--- config.mk ---
export PLATFORM = sky130hd
export DESIGN_NAME = virq_list_if
export DESIGN_NICKNAME = d
export VERILOG_FILES = /design/src/rtl/virq_pkg.sv /design/src/rtl/virq_lr_bank.sv /design/src/rtl/virq_select.sv /design/src/rtl/virq_eoi_match.sv /design/src/rtl/virq_list_if.sv
export SDC_FILE = /design/constraint.sdc
export NUM_CORES = 1
export LEC_CHECK = 0
export BUFFER_PORTS_ARGS = -buffer_cell sky130_fd_sc_hd__buf_2
export CAP_MARGIN = 20
export CORE_MARGIN = 5
export CORE_UTILIZATION = 50
export DETAILED_ROUTE_END_ITERATION = 16
export GPL_TIMING_DRIVEN = 0
export HOLD_SLACK_MARGIN = 0.1
export PLACE_DENSITY = 0.71
export SLEW_MARGIN = 20
export SYNTH_ARGS = -nofsm -noshare
export SYNTH_HDL_FRONTEND = slang
export SYNTH_SLANG_ARGS = --single-unit
--- constraint.sdc ---
create_clock -name clk -period 19.9 [get_ports clk]
set_input_delay 0.995 -clock clk [delete_from_list [all_inputs] [get_ports clk]]
set_output_delay 0.995 -clock clk [all_outputs]
set_load 0.01 [all_outputs]
--- src/rtl/virq_pkg.sv ---
package virq_pkg;

    localparam int DATA_W = 32;
    localparam int ADDR_W = 8;
    localparam int VID_W  = 10;
    localparam int CPU_W  = 3;
    localparam int PRIO_W = 5;
    localparam int BP_W   = 3;

    localparam logic [DATA_W-1:0] NO_IRQ_ID = 32'd1023;
    localparam logic [DATA_W-1:0] TYPE_BASE = 32'h4400_0000;

    // hypervisor port map
    localparam logic [ADDR_W-1:0] H_TYPE    = 8'h04;
    localparam logic [ADDR_W-1:0] H_VMCR    = 8'h08;
    localparam logic [ADDR_W-1:0] H_EOI_LO  = 8'h20;
    localparam logic [ADDR_W-1:0] H_EOI_HI  = 8'h24;
    localparam logic [ADDR_W-1:0] H_EMPTY   = 8'h30;
    localparam logic [ADDR_W-1:0] H_ACTPRI  = 8'h40;
    localparam logic [ADDR_W-1:0] H_LR_BASE = 8'h80;

    // guest port map
    localparam logic [ADDR_W-1:0] G_CTRL  = 8'h00;
    localparam logic [ADDR_W-1:0] G_PMASK = 8'h04;
    localparam logic [ADDR_W-1:0] G_ACK   = 8'h0C;
    localparam logic [ADDR_W-1:0] G_EOI   = 8'h10;

    // list entry field positions
    localparam int LR_CPU_LSB   = 10;
    localparam int LR_EOI_BIT   = 19;
    localparam int LR_PRIO_LSB  = 23;
    localparam int LR_STATE_LSB = 28;

    // machine control field positions
    localparam int VM_MASK_LSB = 27;
    localparam int VM_BP_LSB   = 21;
    localparam int VM_ABP_LSB  = 18;

    typedef enum logic [1:0] {
        ST_INVALID  = 2'b00,
        ST_PENDING  = 2'b01,
        ST_ACTIVE   = 2'b10,
        ST_PEND_ACT = 2'b11
    } lr_state_e;

    typedef struct packed {
        lr_state_e          state;
        logic [PRIO_W-1:0]  prio;
        logic               eoi_req;
        logic [CPU_W-1:0]   cpu;
        logic [VID_W-1:0]   vid;
    } lr_entry_t;

    typedef struct packed {
        logic [PRIO_W-1:0] mask;
        logic [BP_W-1:0]   bp;
        logic [BP_W-1:0]   abp;
    } vm_ctrl_t;

    function automatic lr_entry_t lr_unpack(input logic [DATA_W-1:0] w);
        lr_entry_t e;
        e.vid     = w[VID_W-1:0];
        e.cpu     = w[LR_CPU_LSB +: CPU_W];
        e.eoi_req = w[LR_EOI_BIT];
        e.prio    = w[LR_PRIO_LSB +: PRIO_W];
        e.state   = lr_state_e'(w[LR_STATE_LSB +: 2]);
        return e;
    endfunction

    function automatic logic [DATA_W-1:0] lr_pack(input lr_entry_t e);
        logic [DATA_W-1:0] w;
        w = '0;
        w[VID_W-1:0]              = e.vid;
        w[LR_CPU_LSB +: CPU_W]    = e.cpu;
        w[LR_EOI_BIT]             = e.eoi_req;
        w[LR_PRIO_LSB +: PRIO_W]  = e.prio;
        w[LR_STATE_LSB +: 2]      = e.state;
        return w;
    endfunction

    function automatic vm_ctrl_t vm_unpack(input logic [DATA_W-1:0] w);
        vm_ctrl_t v;
        v.mask = w[VM_MASK_LSB +: PRIO_W];
        v.bp   = w[VM_BP_LSB +: BP_W];
        v.abp  = w[VM_ABP_LSB +: BP_W];
        return v;
    endfunction

    function automatic logic [DATA_W-1:0] vm_pack(input vm_ctrl_t v);
        logic [DATA_W-1:0] w;
        w = '0;
        w[VM_MASK_LSB +: PRIO_W] = v.mask;
        w[VM_BP_LSB +: BP_W]     = v.bp;
        w[VM_ABP_LSB +: BP_W]    = v.abp;
        return w;
    endfunction

    function automatic logic is_pending(input lr_state_e s);
        logic [1:0] v;
        v = s;
        return v[0];
    endfunction

endpackage

--- src/rtl/virq_lr_bank.sv ---
module virq_lr_bank
    import virq_pkg::*;
#(
    parameter int NUM_LR = 4,
    parameter int IDX_W  = 2
) (
    input  logic                     clk,
    input  logic                     rst,
    input  logic                     wr_en,
    input  logic [IDX_W-1:0]         wr_idx,
    input  logic [DATA_W-1:0]        wr_data,
    input  logic                     ack_fire,
    input  logic [IDX_W-1:0]         ack_idx,
    input  logic                     eoi_fire,
    input  logic [IDX_W-1:0]         eoi_idx,
    output lr_entry_t [NUM_LR-1:0]   entries
);

    // Per-entry storage; a hypervisor write to an entry wins over a guest
    // action on the same entry in the same cycle.
    for (genvar i = 0; i < NUM_LR; i++) begin : g_entry
        lr_entry_t q;
        always_ff @(posedge clk) begin
            if (rst) begin
                q <= '0;
            end else if (wr_en && wr_idx == IDX_W'(i)) begin
                q <= lr_unpack(wr_data);
            end else if (eoi_fire && eoi_idx == IDX_W'(i)) begin
                q.state <= ST_INVALID;
            end else if (ack_fire && ack_idx == IDX_W'(i)) begin
                q.state <= ST_ACTIVE;
            end
        end
        assign entries[i] = q;
    end

endmodule

--- src/rtl/virq_select.sv ---
module virq_select
    import virq_pkg::*;
#(
    parameter int NUM_LR = 4,
    parameter int IDX_W  = 2
) (
    input  lr_entry_t [NUM_LR-1:0] entries,
    input  logic [PRIO_W-1:0]      mask,
    output logic                   found,
    output logic [IDX_W-1:0]       idx
);

    logic [PRIO_W-1:0] best;

    // Strict compare while scanning upward keeps the lowest index on ties.
    always_comb begin
        found = 1'b0;
        idx   = '0;
        best  = '1;
        for (int i = 0; i < NUM_LR; i++) begin
            if (is_pending(entries[i].state) && entries[i].prio < mask &&
                (!found || entries[i].prio < best)) begin
                found = 1'b1;
                best  = entries[i].prio;
                idx   = IDX_W'(i);
            end
        end
    end

endmodule

--- src/rtl/virq_eoi_match.sv ---
module virq_eoi_match
    import virq_pkg::*;
#(
    parameter int NUM_LR = 4,
    parameter int IDX_W  = 2
) (
    input  lr_entry_t [NUM_LR-1:0] entries,
    input  logic [VID_W-1:0]       vid,
    input  logic [CPU_W-1:0]       cpu,
    output logic                   found,
    output logic [IDX_W-1:0]       idx
);

    always_comb begin
        found = 1'b0;
        idx   = '0;
        for (int i = 0; i < NUM_LR; i++) begin
            if (!found && entries[i].state != ST_INVALID &&
                entries[i].vid == vid && entries[i].cpu == cpu) begin
                found = 1'b1;
                idx   = IDX_W'(i);
            end
        end
    end

endmodule

--- src/rtl/virq_list_if.sv ---
module virq_list_if
    import virq_pkg::*;
#(
    parameter int NUM_LR = 4
) (
    input  logic              clk,
    input  logic              rst,
    input  logic [7:0]        hyp_addr,
    input  logic              hyp_we,
    input  logic [31:0]       hyp_wdata,
    output logic [31:0]       hyp_rdata,
    input  logic [7:0]        gst_addr,
    input  logic              gst_we,
    input  logic              gst_re,
    input  logic [31:0]       gst_wdata,
    output logic [31:0]       gst_rdata,
    output logic              virq_o
);

    localparam int IDX_W   = (NUM_LR > 1) ? $clog2(NUM_LR) : 1;
    localparam int LR_SPAN = 4 * NUM_LR;

    lr_entry_t [NUM_LR-1:0] entries;
    vm_ctrl_t               vm_q;
    logic                   enable_q;
    logic                   virq_q;

    // ---------------- hypervisor list-entry decode ----------------
    logic [ADDR_W:0]   lr_off;
    logic              lr_hit;
    logic [IDX_W-1:0]  lr_idx;
    logic              hyp_lr_we;

    assign lr_off    = {1'b0, hyp_addr} - {1'b0, H_LR_BASE};
    assign lr_hit    = ({1'b0, hyp_addr} >= {1'b0, H_LR_BASE}) &&
                       (lr_off < (ADDR_W+1)'(LR_SPAN)) &&
                       (hyp_addr[1:0] == 2'b00);
    assign lr_idx    = lr_off[IDX_W+1:2];
    assign hyp_lr_we = hyp_we && lr_hit;

    // ---------------- guest action decode ----------------
    logic              sel_found;
    logic [IDX_W-1:0]  sel_idx;
    logic              eoi_found;
    logic [IDX_W-1:0]  eoi_idx;
    logic              ack_fire;
    logic              eoi_fire;
    lr_entry_t         eoi_req_fields;

    assign eoi_req_fields = lr_unpack(gst_wdata);
    assign ack_fire = gst_re && (gst_addr == G_ACK) && enable_q && sel_found;
    assign eoi_fire = gst_we && (gst_addr == G_EOI) && eoi_found;

    virq_select #(.NUM_LR(NUM_LR), .IDX_W(IDX_W)) u_select (
        .entries (entries),
        .mask    (vm_q.mask),
        .found   (sel_found),
        .idx     (sel_idx)
    );

    virq_eoi_match #(.NUM_LR(NUM_LR), .IDX_W(IDX_W)) u_match (
        .entries (entries),
        .vid     (eoi_req_fields.vid),
        .cpu     (eoi_req_fields.cpu),
        .found   (eoi_found),
        .idx     (eoi_idx)
    );

    virq_lr_bank #(.NUM_LR(NUM_LR), .IDX_W(IDX_W)) u_bank (
        .clk      (clk),
        .rst      (rst),
        .wr_en    (hyp_lr_we),
        .wr_idx   (lr_idx),
        .wr_data  (hyp_wdata),
        .ack_fire (ack_fire),
        .ack_idx  (sel_idx),
        .eoi_fire (eoi_fire),
        .eoi_idx  (eoi_idx),
        .entries  (entries)
    );

    // ---------------- control state ----------------
    always_ff @(posedge clk) begin
        if (rst) begin
            vm_q     <= '0;
            enable_q <= 1'b0;
            virq_q   <= 1'b0;
        end else begin
            if (hyp_we && hyp_addr == H_VMCR) begin
                vm_q <= vm_unpack(hyp_wdata);
            end else if (gst_we && gst_addr == G_PMASK) begin
                vm_q.mask <= gst_wdata[PRIO_W-1:0];
            end
            if (gst_we && gst_addr == G_CTRL) begin
                enable_q <= gst_wdata[0];
            end
            virq_q <= enable_q && sel_found;
        end
    end

    assign virq_o = virq_q;

    // ---------------- derived status ----------------
    logic [NUM_LR-1:0]     empty_vec;
    logic [NUM_LR-1:0]     done_vec;
    logic [2*DATA_W-1:0]   done_all;

    for (genvar i = 0; i < NUM_LR; i++) begin : g_status
        assign empty_vec[i] = (entries[i].state == ST_INVALID);
        assign done_vec[i]  = (entries[i].state == ST_INVALID) && entries[i].eoi_req;
    end
    assign done_all = (2*DATA_W)'(done_vec);

    // ---------------- read muxes ----------------
    always_comb begin
        case (hyp_addr)
            H_TYPE:   hyp_rdata = TYPE_BASE | DATA_W'(NUM_LR - 1);
            H_VMCR:   hyp_rdata = vm_pack(vm_q);
            H_EOI_LO: hyp_rdata = done_all[DATA_W-1:0];
            H_EOI_HI: hyp_rdata = done_all[2*DATA_W-1:DATA_W];
            H_EMPTY:  hyp_rdata = DATA_W'(empty_vec);
            H_ACTPRI: hyp_rdata = '0;
            default:  hyp_rdata = lr_hit ? lr_pack(entries[lr_idx]) : '0;
        endcase
    end

    logic [DATA_W-1:0] ack_word;
    assign ack_word = (enable_q && sel_found) ?
                      DATA_W'({entries[sel_idx].cpu, entries[sel_idx].vid}) :
                      NO_IRQ_ID;

    always_comb begin
        case (gst_addr)
            G_CTRL:  gst_rdata = DATA_W'(enable_q);
            G_PMASK: gst_rdata = DATA_W'(vm_q.mask);
            G_ACK:   gst_rdata = ack_word;
            default: gst_rdata = '0;
        endcase
    end

endmodule

Yosys cells after proc, flatten, opt, wreduce, memory -nomap -nowiden:

Cells that the tools add are included.

* add/sub/neg operators: 1
* magnitude comparators: 11
* eq/ne operators: 26
* mux-type cells: 39
* reductions and logical operators: 74

Operators by type and width (number)
* $pmux W32 S5: 1
* $bmux W21 S2: 2
* $logic_and A1 B1 Y1: 46
* $eq A10 B10 Y1: 4
* $pmux W13 S3: 1
* $lt A5 B5 Y1: 7
* $mux W2: 16
* $mux W30: 1
* $mux W13: 2
* $mux W5: 5
* $eq A8 B6 Y1 const B: 3
* $mux W21: 1
* $eq A8 B3 Y1 const B: 2
* $eq A8 B4 Y1 const B: 2
* $logic_not A2 Y1: 8
* $eq A2 B2 Y1 const B: 6
* $eq A3 B3 Y1: 4
* $reduce_bool A3 Y1: 4
* $mux W1: 10
* $reduce_bool A2 Y1: 5
* $lt A9 B5 Y1 const B: 1
* $sub A8 B8 Y9 const B: 1
* $eq A8 B5 Y1 const B: 1
* $eq A8 B7 Y1 const B: 1
* 7 further kinds: 17

* flip-flop bits (word level): 97
* input bits: 85
* output and inout bits: 65
* logic and storage cells: 176

Depth between registers and ports, before layout:

* depth after elaboration: 23
* depth in mapped cells: 37
* mapped depth without buffers: 32

By module:

From an unflattened synthesis, not the netlist that was laid out.

* cell total of the unflattened synthesis: 829
* area total of the unflattened synthesis: 7005.5 µm²

By module, submodules not included
* virq_lr_bank: instances 1, cells each 381, area each 3046.7 µm², sequential area each 1681.6 µm²
* virq_list_if: instances 1, cells each 220, area each 2082.0 µm², sequential area each 260.2 µm²
* virq_select: instances 1, cells each 137, area each 1114.8 µm², sequential area each 0.0 µm²
* virq_eoi_match: instances 1, cells each 91, area each 762.0 µm², sequential area each 0.0 µm²

Least setup slack after synthesis:

No wires, ideal clock.

* kind: reg-to-output
* start point: register vm_q[8] (netlist name)
* end point: output gst_rdata[1]
* arrival time: 6431 ps
* data required time: 18905 ps
* setup slack: 12474 ps
* stages on the path, launching flop included: 37
* buffers on the path: 5
* path through: dfxtp_1 > inv_1 > ha_1 > a21oi_1 > o21ai_2 > a21o_1 > nor2_1 > ha_1 > and3_1 > a32oi_1 > o311a_1 > a22oi_4 > nand2_2 > buf_4 > buf_2 > nor2_1 > a21oi_1 > ha_1 > a21o_1 > nor3_1 > nand2_1 > a21oi_1 > a21o_1 > buf_2 > buf_2 > nand2_1 > o21a_1 > ha_1 > a21oi_1 > o21ai_0 > a41o_1 > a21oi_1 > a31oi_1 > o31a_4 > buf_2 > nand3_1 > a41oi_1

* longest elaborated chain between the ends: 19
* elaborated cells on any way between the ends: 35
* classes of those cells: 7 x order compare; 14 x mux; 14 x reduce/logical

Ends and longest elaborated chain
* $lt A5 B5 Y1: RTL line virq_select.sv:21 `if (is_pending(entries[i].state) && entries[i].prio < mask &&`
* $logic_and A1 B1 Y1: RTL line virq_select.sv:21
* $mux W5 or $mux W1 (tied branches): RTL line virq_select.sv:21
* $lt A5 B5 Y1 or $logic_not A1 Y1 (tied branches): RTL line virq_select.sv:22 `(!found || entries[i].prio < best)) begin`
* $logic_or A1 B1 Y1: RTL line virq_select.sv:22
* $logic_and A1 B1 Y1: RTL line virq_select.sv:21
* $mux W5 or $mux W1 (tied branches): RTL line virq_select.sv:21
* $lt A5 B5 Y1 or $logic_not A1 Y1 (tied branches): RTL line virq_select.sv:22
* [... 3 more ...]
* $lt A5 B5 Y1 or $logic_not A1 Y1 (tied branches): RTL line virq_select.sv:22
* $logic_or A1 B1 Y1: RTL line virq_select.sv:22
* $logic_and A1 B1 Y1: RTL line virq_select.sv:21
* $mux W2: RTL line virq_select.sv:21
* $bmux W21 S2: RTL line virq_list_if.sv:129 `DATA_W'({entries[sel_idx].cpu, entries[sel_idx].vid}) :`
* $mux W13 (not written as such): RTL line virq_list_if.sv:129
* $mux W13 (*): RTL line virq_list_if.sv:128 `assign ack_word = (enable_q && sel_found) ?`
* $pmux W13 S3 (*): RTL line virq_list_if.sv:133 `case (gst_addr)`
* end: declaration: RTL line virq_list_if.sv:16 `output logic [31:0] gst_rdata,`

Every way passes the cells marked *; elsewhere a longest branch is shown, timed or not. The select of a mux whose other input is x is not followed.

Final worst setup path:

* start point: register vm_q[9] (netlist name)
* end point: output gst_rdata[10]

* longest elaborated chain between the ends: 19
* elaborated cells on any way between the ends: 35
* classes of those cells: 7 x order compare; 14 x mux; 14 x reduce/logical

Ends and longest elaborated chain (RTL line)
* $lt A5 B5 Y1: virq_select.sv:21
* $logic_and A1 B1 Y1: virq_select.sv:21
* $mux W5 or $mux W1 (tied branches): virq_select.sv:21
* $lt A5 B5 Y1 or $logic_not A1 Y1 (tied branches): virq_select.sv:22
* $logic_or A1 B1 Y1: virq_select.sv:22
* $logic_and A1 B1 Y1: virq_select.sv:21
* $mux W5 or $mux W1 (tied branches): virq_select.sv:21
* $lt A5 B5 Y1 or $logic_not A1 Y1 (tied branches): virq_select.sv:22
* [... 3 more ...]
* $lt A5 B5 Y1 or $logic_not A1 Y1 (tied branches): virq_select.sv:22
* $logic_or A1 B1 Y1: virq_select.sv:22
* $logic_and A1 B1 Y1: virq_select.sv:21
* $mux W2: virq_select.sv:21
* $bmux W21 S2: virq_list_if.sv:129
* $mux W13
* $mux W13 (*): virq_list_if.sv:128
* $pmux W13 S3 (*): virq_list_if.sv:133

Marks and branches as above.

==> run_results.csv <==
group,metric,value,unit
clocking,cts_tree,"done",
timing,setup_slack,9.98,ns
placed_design,globalplace.congestion,0.975,
timing,skew,0.0111,ns
timing,rsz0062_at_grt,"no",
hold_path,worstHoldPathType,"reg -> reg",
grt,busiest_layer,"met2",
grt,grt_pass1_vias,6320,
clocking,postCtsSetupRepairBufs,0,
critical_path,worst_setup_path_end_kind,"primary output",
grt,antenna_found_initial,0,
critical_path,worst_path_most_repeated_cell,"buf_2",
clocking,clock_latency,0.36,ns
timing,finalHoldViolations,0,
synthesis,ys_ff_latch,97,
grt,grtUsageMet1,42.6,%
timing,fin_crit_sh,49.9,%
grt,grt_use_total,30.9,%
timing,worst_pin_slew,1.02,ns
route,drt-pass1-iter-count,7,
grt,grt_pass1_wl,37.6,mm
clocking,path_clk_slew,0.07,ns
floorplan,dieArea,15800,um^2
pwr,swShare,23.3,%
grt,grt_use_met3,8.38,%
pwr,p_seq_share,43.5,%
clocking,root_buffer,"clkbuf_16",
critical_path,cp.required,18.91,ns
synthesis,synth_edf_count,0,
route,drtIter0Drc,805,
pwr,p_int,0.343,mW
route,drt_wl_total,25.1,mm
synthesis,synth_seq_area_share,28.9,%
floorplan,coreArea,13200,um^2
floorplan,die_width,126,um
finish,nNetsFinal,1091,
route,avgViaCountPerCell,6.00,
pwr,p_clk_share,48.0,%
route,drc,0,
placed_design,io_buffers,94,
timing,max-slew-margin-rel,31.8,%
clocking,cts_sinks,97,
pwr,p_leak,3.17,nW
synthesis,synth.cell_area,6710,um^2
critical_path,start_kind,"register",
flow_run,cap_violations,0,
route,detail_route.wl_per_cell,21.6,um
clocking,cts_buffers,9,
critical_path,cp_max_fo,10,
floorplan,io_pins,150,
synthesis,yosysWarnings,0,
floorplan,row_count,42,
timing,fmax,101,MHz
critical_path,max_stage_delay,0.65,ns
pwr,p_sw,0.104,mW
critical_path,crit_arrival,8.93,ns
clocking,postCtsResizedCells,0,
placed_design,pre_cts_ws,10.66,ns
pwr,p_comb_share,8.5,%
floorplan,initial_core_util,50.9,%
placed_design,dp_hpwl,18.5,mm
synthesis,async_flop_share,0,%
clocking,cts_buffer_depth,2,
finish,nFillCells,1277,
route,num_vias,6965,
timing,slew_violations,0,
critical_path,critPathKind,"reg -> out",
synthesis,syn_avg_cell_area,7.87,um^2
critical_path,cp_slowest_cell,"nor3_1",
finish,drive_gt1_share,19.2,%
grt,gr-total-overflow,0,
clocking,holdBufCountCts,0,
synthesis,synthCells,852,
grt,grt_max_degree,16,
synthesis,yosysUniqueCellTypes,68,
synthesis,synth_ff_type,"dfxtp_1",
clocking,cts_max_level,3,
timing,period_needed,9.92,ns
pwr,p_per_area,57.0,nW/um^2
timing,setup_viol,0,
grt,grtUsageMet2,46.4,%
outcome,status,"completed",
floorplan,die_y,126,um
pwr,vdd_drop_max,0.0354,mV
route,ant_nets,0,
finish,post-route-util,59.5,%
finish,antenna_cells,0,
timing,finalSetupTns,0,ns
finish,area_growth_syn_to_layout,16.9,%
-- worst paths after layout --
path / from / end / slack [ns] / depth (start not counted)
min: vm_q[3] / vm_q[3] / 0.45 / 2
min reg2reg: vm_q[3] / vm_q[3] / 0.45 / 2
max reg2reg: vm_q[9] / u_bank.entries[83] / 11.75 / 33
max: vm_q[9] / gst_rdata[10] / 9.98 / 36
-- sequential cells by signal, indices dropped and copies added, names as in the netlist --
register and count:
virq_o 1, enable_q 1, u_bank.entries 84, vm_q 11
-- through the flow --
stage / hold WS [ns] / power (mW) / cell area (um^2) / std cells
4_1_cts: 0.454 / 0.446 / 7840 / 1161
2_1_floorplan: 0.432 / 0.219 / 6790 / 875
3_3_place_gp: 0.438 / 0.236 / 7480 / 1145
5_1_grt: 0.475 / 0.458 / 7840 / 1161
6_report: 0.452 / 0.447 / 7840 / 1161
3_5_place_dp: 0.444 / 0.236 / 7480 / 1145
-- Yosys cell counts (all sizes together) (4+ instances only) --
library cell  instances  share of area [%]
a211oi               11                1.3
a21o                  7               0.78
a21oi               113                8.6
a221oi                7               0.91
a22o                  5               0.65
a31oi                 8               0.84
a32oi                 4               0.52
and2                 23                2.1
buf                  33                3.5
clkbuf               44                2.5
dfxtp                97                 29
ha                   26                4.8
inv                  12               0.67
mux2                 13                2.4
mux2i                 5               0.75
mux4                 21                7.1
nand2               214                 12
nand2b                6               0.56
nand3                23                1.7
nand4                 7               0.65
nor2                 27                1.5
nor2b                 4               0.48
nor3                  8               0.60
nor3b                 4               0.45
nor4                 12                1.2
o211ai                4               0.52
o21a                  5               0.56
o21ai                24                1.8
xnor2                13                1.7
xor2                 40                5.2
-- power groups by stage --
stage                     logic [mW]  clock network, mW  registers, mW
after floorplan               0.0198                  0          0.199
after global placement        0.0365                  0          0.199
after detailed placement      0.0367                  0          0.199
after CTS                     0.0368              0.214          0.195
after global routing          0.0402              0.223          0.195
final                         0.0380              0.215          0.195
-- kinds of logic after synthesis --
kind of cell             count (synthesis)  share of synthesized area [%]
AO/OA/AOI/OAI                          208                           19.8
AND/OR/NAND/NOR                        339                           22.7
other                                    1                         0.0559
buffers and inverters                   89                           6.62
flip-flops                              97                           28.9
adder cells (fa/ha/maj)                 26                           4.85
multiplexers                            39                           10.1
XOR/XNOR                                53                           6.92
-- cells in the final DEF, fill, tap and decap left out, types with 3 or more instances in the layout --
cell type	count
a221oi_1	7
mux2_2	9
nand2_1	212
xor2_1	40
nand2b_1	6
clkbuf_1	45
nor2_1	27
ha_1	26
dfxtp_1	97
a21o_1	7
and2_1	22
bufinv_16	4
a22o_1	5
inv_1	12
nand3_1	23
a21oi_1	112
nand3b_1	3
clkbuf_16	9
nand4_1	7
o211ai_1	3
nor2b_1	3
mux4_2	21
nor4_1	11
a31oi_1	7
a41oi_1	3
conb_1	24
nor3_1	8
xnor2_1	13
a211oi_1	10
o21a_1	5
buf_2	98
nor3b_1	4
mux2i_1	5
o21ai_0	22
a32oi_1	4
mux2_4	3
buf_4	26
-- cell type report --
class | count | area, um^2 | area share [%]
Buffer | 77 | 399 | 5.09
Inverter | 12 | 45.0 | 0.574
Multi-Input combinational cell | 689 | 4410 | 56.2
Clock inverter | 6 | 130 | 1.66
Clock buffer | 10 | 229 | 2.92
Sequential cell | 97 | 1940 | 24.8
Timing Repair Buffer | 94 | 470 | 6.00
Tap cell | 176 | 220 | 2.81
-- routing by layer --
metal  wire (um)  up-vias
met4         819        0
li1            -     3215
met1       10100     3202
met3        3340       64
met5           0        -
met2       10800      484
-- worst max-delay path, delay by kind of cell, from the launching register on --
kind            cells  cell delay [ns]
simple gates        8             1.63
buf+inv             7             1.77
compound gates     17             3.41
fa+ha+maj           4             1.21
flops               1             0.52
Power figures use the tool's default switching activity.
